**config.mk**
```make
export PLATFORM = sky130hd
export DESIGN_NAME = agu_top
export DESIGN_NICKNAME = d
export VERILOG_FILES = /design/src/rtl/agu_pkg.sv /design/src/rtl/agu_shifter.sv /design/src/rtl/agu_offset_gen.sv /design/src/rtl/agu_addr_calc.sv /design/src/rtl/agu_top.sv
export SDC_FILE = /design/constraint.sdc
export NUM_CORES = 1
export LEC_CHECK = 0
export BUFFER_PORTS_ARGS = -buffer_cell sky130_fd_sc_hd__buf_2
export CORE_MARGIN = 2
export CORE_UTILIZATION = 58
export CTS_BUF_LIST = sky130_fd_sc_hd__clkbuf_16
export CTS_CLUSTER_SIZE = 10
export DETAILED_ROUTE_END_ITERATION = 6
export PLACE_DENSITY = 0.81
export SYNTH_ARGS = -nofsm -noshare
export SYNTH_HDL_FRONTEND = slang
export SYNTH_SLANG_ARGS = --single-unit
```
**constraint.sdc**
```tcl
create_clock -name clk_i -period 2.7 [get_ports clk_i]
set_input_delay 0.135 -clock clk_i [delete_from_list [all_inputs] [get_ports clk_i]]
set_output_delay 0.135 -clock clk_i [all_outputs]
set_load 0.005 [all_outputs]
```
**src/rtl/agu_pkg.sv**
```systemverilog
package agu_pkg;
  localparam int unsigned XLEN  = 32;
  localparam int unsigned IMM_W = 12;

  typedef enum logic [1:0] {
    SH_LSL = 2'd0,
    SH_LSR = 2'd1,
    SH_ASR = 2'd2,
    SH_ROR = 2'd3
  } shift_kind_e;

  typedef struct packed {
    logic [XLEN-1:0] addr;
    logic [XLEN-1:0] wb_data;
    logic            wb_en;
  } agu_result_t;
endpackage

```
**src/rtl/agu_shifter.sv**
```systemverilog
module agu_shifter
  import agu_pkg::*;
#(
  parameter int unsigned W   = XLEN,
  parameter int unsigned SHW = $clog2(W)
) (
  input  logic [W-1:0]   val_i,
  input  shift_kind_e    kind_i,
  input  logic [SHW-1:0] amt_i,
  output logic [W-1:0]   res_o
);
  logic [W-1:0] stage [SHW+1];

  assign stage[0] = val_i;

  // log-depth barrel: stage k shifts by 2**k when amount bit k is set
  for (genvar k = 0; k < SHW; k++) begin : g_stage
    localparam int unsigned S = 2 ** k;
    logic [W-1:0] shifted;
    always_comb begin
      unique case (kind_i)
        SH_LSL:  shifted = stage[k] << S;
        SH_LSR:  shifted = stage[k] >> S;
        SH_ASR:  shifted = W'($signed(stage[k]) >>> S);
        default: shifted = (stage[k] >> S) | (stage[k] << (W - S));
      endcase
    end
    assign stage[k+1] = amt_i[k] ? shifted : stage[k];
  end

  assign res_o = stage[SHW];

  always_comb begin
    if (amt_i == '0) begin
      assert_zero_passthru_R7: assert (res_o == val_i);
    end
    if (kind_i == SH_LSL) begin
      assert_lsl_match_R6: assert (res_o == (val_i << amt_i));
    end
  end
endmodule

```
**src/rtl/agu_offset_gen.sv**
```systemverilog
module agu_offset_gen
  import agu_pkg::*;
#(
  parameter int unsigned W   = XLEN,
  parameter int unsigned IW  = IMM_W,
  parameter int unsigned SHW = $clog2(W)
) (
  input  logic [W-1:0]   reg_i,
  input  logic [IW-1:0]  imm_i,
  input  logic           use_reg_i,
  input  shift_kind_e    kind_i,
  input  logic [SHW-1:0] amt_i,
  output logic [W-1:0]   offs_o
);
  logic [W-1:0] reg_shifted;

  agu_shifter #(.W(W), .SHW(SHW)) u_shift (
    .val_i  (reg_i),
    .kind_i (kind_i),
    .amt_i  (amt_i),
    .res_o  (reg_shifted)
  );

  assign offs_o = use_reg_i ? reg_shifted : {{(W-IW){1'b0}}, imm_i};

  always_comb begin
    if (!use_reg_i) begin
      assert_imm_isolated_R8: assert (offs_o[W-1:IW] == '0);
    end
  end
endmodule

```
**src/rtl/agu_addr_calc.sv**
```systemverilog
module agu_addr_calc
  import agu_pkg::*;
#(
  parameter int unsigned W = XLEN
) (
  input  logic [W-1:0] base_i,
  input  logic [W-1:0] offs_i,
  input  logic         sub_i,
  input  logic         post_i,
  input  logic         wback_i,
  output logic [W-1:0] addr_o,
  output logic [W-1:0] upd_o,
  output logic         wb_en_o
);
  // single adder: subtract as add of the inverted offset with carry-in
  logic [W-1:0] opnd;
  assign opnd    = sub_i ? ~offs_i : offs_i;
  assign upd_o   = base_i + opnd + W'(sub_i);
  assign addr_o  = post_i ? base_i : upd_o;
  assign wb_en_o = post_i | wback_i;
endmodule

```
**src/rtl/agu_top.sv**
```systemverilog
module agu_top
  import agu_pkg::*;
#(
  parameter int unsigned W   = XLEN,
  parameter int unsigned IW  = IMM_W,
  parameter int unsigned SHW = $clog2(W)
) (
  input  logic           clk_i,
  input  logic           rst_ni,
  input  logic           in_valid_i,
  output logic           in_ready_o,
  input  logic [W-1:0]   base_i,
  input  logic [W-1:0]   offs_reg_i,
  input  logic [IW-1:0]  imm_i,
  input  logic           use_reg_i,
  input  logic           sub_i,
  input  logic           post_i,
  input  logic           wback_i,
  input  logic [1:0]     shift_kind_i,
  input  logic [SHW-1:0] shift_amt_i,
  output logic           out_valid_o,
  input  logic           out_ready_i,
  output logic [W-1:0]   addr_o,
  output logic [W-1:0]   wb_data_o,
  output logic           wb_en_o
);
  logic [W-1:0] offs, addr_d, upd_d;
  logic         wb_en_d, accept;
  logic         valid_q;
  logic [W-1:0] addr_q, wb_q;
  logic         wb_en_q;

  agu_offset_gen #(.W(W), .IW(IW), .SHW(SHW)) u_offs (
    .reg_i     (offs_reg_i),
    .imm_i     (imm_i),
    .use_reg_i (use_reg_i),
    .kind_i    (shift_kind_e'(shift_kind_i)),
    .amt_i     (shift_amt_i),
    .offs_o    (offs)
  );

  agu_addr_calc #(.W(W)) u_calc (
    .base_i  (base_i),
    .offs_i  (offs),
    .sub_i   (sub_i),
    .post_i  (post_i),
    .wback_i (wback_i),
    .addr_o  (addr_d),
    .upd_o   (upd_d),
    .wb_en_o (wb_en_d)
  );

  assign in_ready_o = !valid_q || out_ready_i;
  assign accept     = in_valid_i && in_ready_o;

  always_ff @(posedge clk_i or negedge rst_ni) begin
    if (!rst_ni) begin
      valid_q <= 1'b0;
    end else if (accept) begin
      valid_q <= 1'b1;
    end else if (out_ready_i) begin
      valid_q <= 1'b0;
    end
  end

  // data flops carry no reset; qualified by valid_q
  always_ff @(posedge clk_i) begin
    if (accept) begin
      addr_q  <= addr_d;
      wb_q    <= upd_d;
      wb_en_q <= wb_en_d;
    end
  end

  assign out_valid_o = valid_q;
  assign addr_o      = addr_q;
  assign wb_data_o   = wb_q;
  assign wb_en_o     = wb_en_q;

  assert_hold_stable_R9: assert property (@(posedge clk_i) disable iff (!rst_ni)
    (out_valid_o && !out_ready_i) |=>
      (out_valid_o && $stable(addr_o) && $stable(wb_data_o) && $stable(wb_en_o)));

  assert_post_base_R4: assert property (@(posedge clk_i) disable iff (!rst_ni)
    (in_valid_i && in_ready_o && post_i) |=> (addr_o == $past(base_i) && wb_en_o));

  assert_pre_wb_value_R3: assert property (@(posedge clk_i) disable iff (!rst_ni)
    (in_valid_i && in_ready_o && !post_i) |=> (addr_o == wb_data_o));

  assert_pre_wb_flag_R3: assert property (@(posedge clk_i) disable iff (!rst_ni)
    (in_valid_i && in_ready_o && !post_i) |=> (wb_en_o == $past(wback_i)));

  assert_accept_valid_R9: assert property (@(posedge clk_i) disable iff (!rst_ni)
    (in_valid_i && in_ready_o) |=> out_valid_o);
endmodule

```
==> flow_metrics.py, run 1 <==
metrics = {
    "placed_design": {
        "dp_hpwl_um": 28100,
        "placed_area_um2": 11700,
        "placed_cells_incl_taps": 1677,
        "gp_congestion": 1.03,
        "port_buffers": 157,
    },
    "global_routing": {
        "grt_max_degree": 66,
        "grt_pass1_vias": 16482,
        "grt_overflow": 469,
        "grt_pass1_wl_um": 105000,
        "grt_use_total_pct": 90.8,
    },
    "synth": {
        "async_flop_share_pct": 1.52,
        "synth-seq-cells": 66,
        "syn_area_per_cell_um2": 7.71,
        "synth.area.top_cells": "edfxtp_1, nand2_1, nor2_1",
        "synth-edff-count": 65,
        "ys_warn_count": 0,
        "synthCells": 1060,
        "syn_nets": 1185,
        "yosys.area.top_type_share_pct": 23.9,
        "syn_area_um2": 8170,
        "yosysSeqAreaShare_pct": 24.2,
        "synthDistinctLibCells": 75,
        "synth_top_area_cell": "edfxtp_1",
        "synth_ff_type": "edfxtp_1",
    },
    "floorplanning": {
        "die_h_um": 123,
        "num_rows": 43,
        "io_pins": 158,
        "initial_core_util_pct": 59.1,
        "die_x_um": 123,
    },
    "run_status": {
        "lastStage": "5_1_grt",
        "stop_error": "[ERROR GRT-0116] Global routing finished with congestion. Check the congestion regions in the DRC Viewer.",
        "status": "stopped before the end",
    },
    "clocking": {
        "cts_buffers": 9,
        "max-clock-path-buffers": 2,
        "htree_num_levels": 3,
        "cts_num_sinks": 66,
        "clockRootBuffer": "clkbuf_16",
    },
}
[metal layers]
| layer | GRT overflow | GRT usage (%) |
|---|---|---|
| met5 | 3 | 37.8 |
| met4 | 168 | 99.9 |
| met3 | 9 | 75.7 |
| met2 | 274 | 107 |
| met1 | 15 | 87.3 |
[Yosys cell counts, types with 33 or more instances]
library cell and number:
a21o_1 33, a31oi_1 35, ha_1 33, xnor2_1 45
nor2_1 118, edfxtp_1 65, clkbuf_1 33, a21oi_1 81
nand2_1 150, o21ai_0 72
[per-stage QoR]
stage / utilization (%) / setup WS (ps)
4_1_cts: 98.0 / -2100
3_5_place_dp: 84.7 / -3020
3_3_place_gp: 84.7 / -2830
2_1_floorplan: - / -2190
[what timing repair did]
action,CTS
endpoints found under the hold margin,2
endpoints found under the setup margin,62
hold buffers,2
gates cloned,1
setup buffers,60
pin swaps,88
gates resized for setup,233
[cells by family after synthesis]
family,count (synthesis),share of synthesized area [%]
AO/OA/AOI/OAI,379,31.0
multiplexers,51,7.62
flip-flops,66,24.2
AND/OR/NAND/NOR,362,19.5
XOR/XNOR,65,6.96
adder cells (fa/ha/maj),34,5.30
buffers and inverters,103,5.39
==> inputs of run 2 (changes only) <==
Settings changed: CORE_UTILIZATION 58 to 40, CTS_BUF_LIST sky130_fd_sc_hd__clkbuf_16 to default, CTS_CLUSTER_SIZE 10 to default, PLACE_DENSITY 0.81 to default, PLACE_DENSITY_LB_ADDON from default to 0.15.
==> flow_metrics.py, run 2 <==
metrics = {
    "synth": {
        "ys_warn_count": 0,
        "synth_top_area_cell": "edfxtp_1",
        "synth-seq-cells": 66,
        "async_flop_share_pct": 1.52,
        "yosysSeqAreaShare_pct": 24.2,
        "synthCells": 1060,
        "synthDistinctLibCells": 75,
        "synth.cells.most_frequent": "nand2_1, nor2_1, a21oi_1, o21ai_0, edfxtp_1",
        "syn_area_um2": 8170,
        "synth_ff_type": "edfxtp_1",
        "syn_nets": 1185,
        "synth.area.top_cells": "edfxtp_1, nand2_1, nor2_1",
        "yosys.area.top_type_share_pct": 23.9,
        "post-synth-top-count-cell": "nand2_1",
        "synth-edff-count": 65,
        "syn_area_per_cell_um2": 7.71,
    },
    "global_routing": {
        "grt_overflow": 0,
        "grt_max_degree": 46,
        "grt_pass1_vias": 9750,
        "antenna_found_initial": 0,
        "grt_pass1_wl_um": 51400,
        "grt_use_total_pct": 29.8,
    },
    "power_and_ir_drop": {
        "ir_drop_mv": 0.241,
        "leakage_nw": 6.22,
        "power_density_nw_per_um2": 458,
    },
    "setup_path": {
        "cp.required_ps": 2790,
        "cp-end-kind": "register",
        "start_kind": "primary input",
        "cp_max_fo": 17,
        "crit_arrival_ps": 4830,
        "crit_type": "primary input to register",
    },
    "clocking": {
        "cts_tree": "built",
        "htree_num_levels": 3,
        "clkLatencyLatePin_ps": 340,
        "max-clock-path-buffers": 2,
        "cts.clk_slew.worst_paths_ps": 50,
        "cts_buffers": 9,
        "cts_num_sinks": 66,
        "clockRootBuffer": "clkbuf_16",
    },
    "sta": {
        "grt_setup_unrepaired": "yes",
        "setup_ws_ps": -2040,
        "worst_pin_slew_ps": 560,
        "holdWs_ps": 58.4,
        "relSlewSlack_pct": 62.6,
        "maxSlewViolCount": 0,
        "fmax_ghz": 0.211,
        "finClkSkew_ps": 4.99,
        "finalCritPeriodShare_pct": 176,
        "setup_viol": 62,
        "hold_viol": 0,
        "period_minus_slack_ps": 4740,
    },
    "cells_and_area": {
        "syn2layout_area_growth_pct": 67.6,
        "final_common_cell": "buf_4",
        "diodes": 0,
        "mostFrequentLayoutCells": "buf_4, buf_2, nand2_1, nor2_1, edfxtp_1",
        "final_cells": 1833,
        "nNetsFinal": 1683,
        "drive_gt1_share_pct": 50.2,
    },
    "floorplanning": {
        "num_rows": 52,
        "die_area_um2": 21600,
        "core_um2": 20200,
        "die_h_um": 147,
        "io_pins": 158,
        "die_x_um": 147,
        "initial_core_util_pct": 40.5,
    },
    "drt": {
        "via_per_inst": 5.61,
        "route.vias.total": 10278,
        "drtAntennaViolNets": 0,
        "drc": 0,
        "drt_iter0_drc": 779,
        "drt-wirelength-per-cell_um": 18.4,
        "first_pass_iters": 5,
        "drt_wl_total_um": 33600,
    },
    "placed_design": {
        "placed_cells_incl_taps": 1764,
        "dp_hpwl_um": 25400,
        "dp_slack_ps": -2940,
        "port_buffers": 157,
        "gp_congestion": 0.944,
    },
    "job": {
        "drv_cap": 0,
    },
    "run_status": {
        "status": "complete, but fails checks",
        "violations": "negative setup slack",
    },
    "worst_hold_path": {
        "min_path_type": "primary input to register",
    },
}
[run 2: cell counts after synthesis]
Identical to the previous run, type by type.
[run 2: critical path: stages]
cell,delay [ps]
buf_12,110
or2_4,270
buf_12,160
a211oi_4,200
nor2_2,80
mux2_4,280
a21oi_4,150
nor2_2,60
a31oi_4,240
buf_6,130
buf_6,80
buf_6,80
a21oi_2,60
o311ai_2,240
buf_4,170
xnor2_2,60
ha_1,310
a21o_1,170
a21o_1,160
a21o_1,150
a21o_1,160
a21o_1,170
a21o_1,190
a31oi_4,170
nand2_2,120
a41oi_4,270
xnor2_2,130
mux2_4,270
[run 2: final timing paths]
path | start | endpoint | slack (ps) | cells past startpoint
setup / recovery | shift_kind_i[0] | addr_o[31] | -2040 | 28
setup reg to reg | out_valid_o | wb_data_o[2] | 1060 | 3
max in group asynchronous | rst_ni | out_valid_o | 2520 | 2
hold reg to reg | out_valid_o | out_valid_o | 520 | 2
min in group asynchronous | rst_ni | out_valid_o | 90 | 2
hold / removal | wback_i | wb_en_o | 60 | 2
[run 2: cell families (layout without fill, tap and decap cells)]
kind of cell	after synthesis	after routing	synth area share (%)
compound gates	379	379	31.0
simple gates	362	362	19.5
buf+inv	103	606	5.39
flops	66	66	24.2
xor+xnor	65	65	6.96
mux	51	51	7.62
fa+ha+maj	34	34	5.30
[run 2: timing repair]
item,CTS,global route
gates cloned,2,2
hold buffers,2,0
hold endpoints to repair,2,0
gates resized for setup,132,101
buffers inserted,21,29
setup endpoints to repair,62,62
pin swaps,60,39
[run 2: where the power goes]
group          total [mW]  internal, mW  switching (mW)  leakage [nW]
Sequential           1.41          1.38          0.0314         0.630
Combinational        3.69          1.90            1.79          5.44
Clock                1.18         0.740           0.436         0.152
Total                6.28          4.02            2.26          6.22
[run 2: final cells by class]
cell class | count | area [µm²]
clock buffer | 10 | 239
clock inverter | 6 | 66.3
fill | 1678 | 6470
inverter | 25 | 97.6
multi-input combinational | 891 | 6800
sequential | 66 | 1980
tap | 270 | 338
timing repair buffer | 565 | 4190
[run 2: through the flow]
| stage | setup TNS, ps | power [mW] | util (%) | instance area [µm²] |
|---|---|---|---|---|
| global placement | -133600 | 4.47 | 58.6 | 11800 |
| floorplan | -87960 | 3.06 | - | 8360 |
| global route | -104980 | 6.63 | 67.9 | 13700 |
| CTS | -89290 | 5.97 | 64.4 | 13000 |
| finish | -91320 | 6.28 | 67.9 | 13700 |
| detailed placement | -137120 | 4.50 | 58.6 | 11800 |
[run 2: routing by layer]
layer,up-vias,GRT usage (%),routed length [µm]
met2,444,51.1,16200
met3,89,4.04,2190
met5,-,0,0
met1,4794,38.3,14000
met4,0,11.6,1290
li1,4951,-,-
Power figures use the tool's default switching activity.
==> inputs of run 3 (changes only) <==
Settings changed: REMOVE_ABC_BUFFERS from default to 1.
==> flow_metrics.py, run 3 (synthesis gave the netlist of run 2 again) <==
metrics = {
    "run_status": {
        "status": "complete, but fails checks",
        "violations": "negative setup slack",
    },
    "cells_and_area": {
        "seq_area_um2": 1980,
        "final_common_cell": "buf_4",
        "mostFrequentLayoutCells": "buf_4, buf_2, nand2_1, nor2_1, edfxtp_1",
        "drive_gt1_share_pct": 51.3,
        "multi_input_area_um2": 6980,
        "final_cells": 1821,
        "diodes": 0,
        "fillers": 1625,
        "nNetsFinal": 1671,
        "syn2layout_area_growth_pct": 70.7,
    },
    "drt": {
        "drtAntennaViolNets": 0,
        "drt_iter0_drc": 725,
        "drc": 0,
        "drt-wirelength-per-cell_um": 18.7,
        "route.vias.total": 10423,
        "drt_wl_total_um": 34100,
        "first_pass_iters": 5,
        "via_per_inst": 5.72,
    },
    "sta": {
        "maxSlewViolCount": 0,
        "worst_pin_slew_ps": 570,
        "hold_viol": 0,
        "setup_viol": 62,
        "holdWs_ps": 60.6,
        "period_minus_slack_ps": 4870,
        "grt_setup_unrepaired": "yes",
        "fmax_ghz": 0.206,
        "relSlewSlack_pct": 61.9,
        "finalCritPeriodShare_pct": 180,
        "setup_ws_ps": -2170,
        "finClkSkew_ps": 6.44,
    },
    "setup_path": {
        "crit_family": "compound AO/OA/AOI/OAI gates",
        "cp_max_fo": 6,
        "crit_arrival_ps": 4960,
        "cp-end-kind": "register",
        "slowest_delay_ps": 400,
        "start_kind": "primary input",
        "setup.worst_path.start": "shift_kind_i[0]",
        "crit_path_top_delay_cell": "or4_1",
        "cp.required_ps": 2790,
        "crit_buf_inv": 5,
        "crit_type": "primary input to register",
        "reg2reg_from": "out_valid_o",
    },
    "placed_design": {
        "dp_hpwl_um": 24700,
        "placed_cells_incl_taps": 1751,
        "port_buffers": 157,
        "gp_congestion": 0.981,
    },
    "global_routing": {
        "grt_pass1_wl_um": 52200,
        "grt_max_degree": 66,
        "grt_overflow": 0,
        "antenna_found_initial": 0,
        "grt_use_total_pct": 30.3,
        "grt_pass1_vias": 10035,
    },
    "floorplanning": {
        "num_rows": 52,
        "initial_core_util_pct": 40.5,
        "core_um2": 20200,
        "die_area_um2": 21600,
        "die_x_um": 147,
        "die_h_um": 147,
        "io_pins": 158,
    },
    "clocking": {
        "max-clock-path-buffers": 2,
        "clkLatencyLatePin_ps": 340,
        "cts_tree": "built",
        "cts.clk_slew.worst_paths_ps": 60,
        "clockRootBuffer": "clkbuf_16",
        "cts_buffers": 9,
        "htree_num_levels": 3,
        "cts_num_sinks": 66,
    },
    "power_and_ir_drop": {
        "switchingPower_mw": 2.30,
        "power_frac_comb_pct": 58.9,
        "ir_drop_mv": 0.305,
        "finalPower_mw": 6.49,
        "power_density_nw_per_um2": 465,
        "leakage_nw": 6.28,
        "clkPwrFrac_pct": 19.4,
        "swShare_pct": 35.4,
        "power_frac_seq_pct": 21.6,
        "internal_power_mw": 4.19,
    },
    "worst_hold_path": {
        "min_path_type": "primary input to register",
        "hp-start": "wback_i",
    },
    "job": {
        "drv_cap": 0,
    },
}
run 3: final timing paths:
check | endpoint | slack [ps] | depth (start not counted)
setup / recovery | addr_o[30] | -2170 | 27
hold / removal | wb_en_o | 60 | 2
setup reg to reg | addr_o[6] | 1390 | 3
hold reg to reg | out_valid_o | 520 | 2
max in group asynchronous | out_valid_o | 2510 | 2
min in group asynchronous | out_valid_o | 110 | 2
run 3: final cells by class:
cell class	instances	share of cell area [%]
multi-input combinational	891	50.0
inverter	25	0.673
clock inverter	3	0.466
timing repair buffer	553	30.4
sequential	66	14.2
clock buffer	13	1.79
tap	270	2.42
run 3: power by group through the flow:
| stage | registers (mW) | logic, mW | clock network, mW |
|---|---|---|---|
| after floorplan | 1.46 | 1.44 | 0 |
| after global placement | 1.43 | 2.94 | 0 |
| after detailed placement | 1.43 | 2.97 | 0 |
| after CTS | 1.41 | 3.45 | 1.28 |
| after global routing | 1.42 | 4.09 | 1.31 |
| final | 1.40 | 3.82 | 1.26 |
run 3: metrics by stage:
step	util (%)	setup WS [ps]	instance area, µm²	TNS, ps
global placement	57.6	-2900	11600	-139160
floorplan	-	-4220	7830	-208910
CTS	65.7	-2090	13300	-94630
finish	69.2	-2170	14000	-99770
global route	69.2	-2400	14000	-109830
detailed placement	57.6	-2950	11600	-140250
run 3: metal layers:
layer	up-vias	global-route usage (%)	wire, µm
met5	-	0	0
met4	0	17.1	2010
met3	121	3.26	1930
met1	4902	35.5	13100
li1	4912	-	-
met2	488	54.0	17100
run 3: timing repair:
| action | CTS | global route |
|---|---|---|
| buffers inserted | 29 | 24 |
| hold endpoints to repair | 2 | 0 |
| endpoints found under the setup margin | 62 | 62 |
| hold buffers | 2 | 0 |
| pin swaps | 62 | 61 |
| resized for setup | 215 | 117 |
| cloned | 7 | 0 |
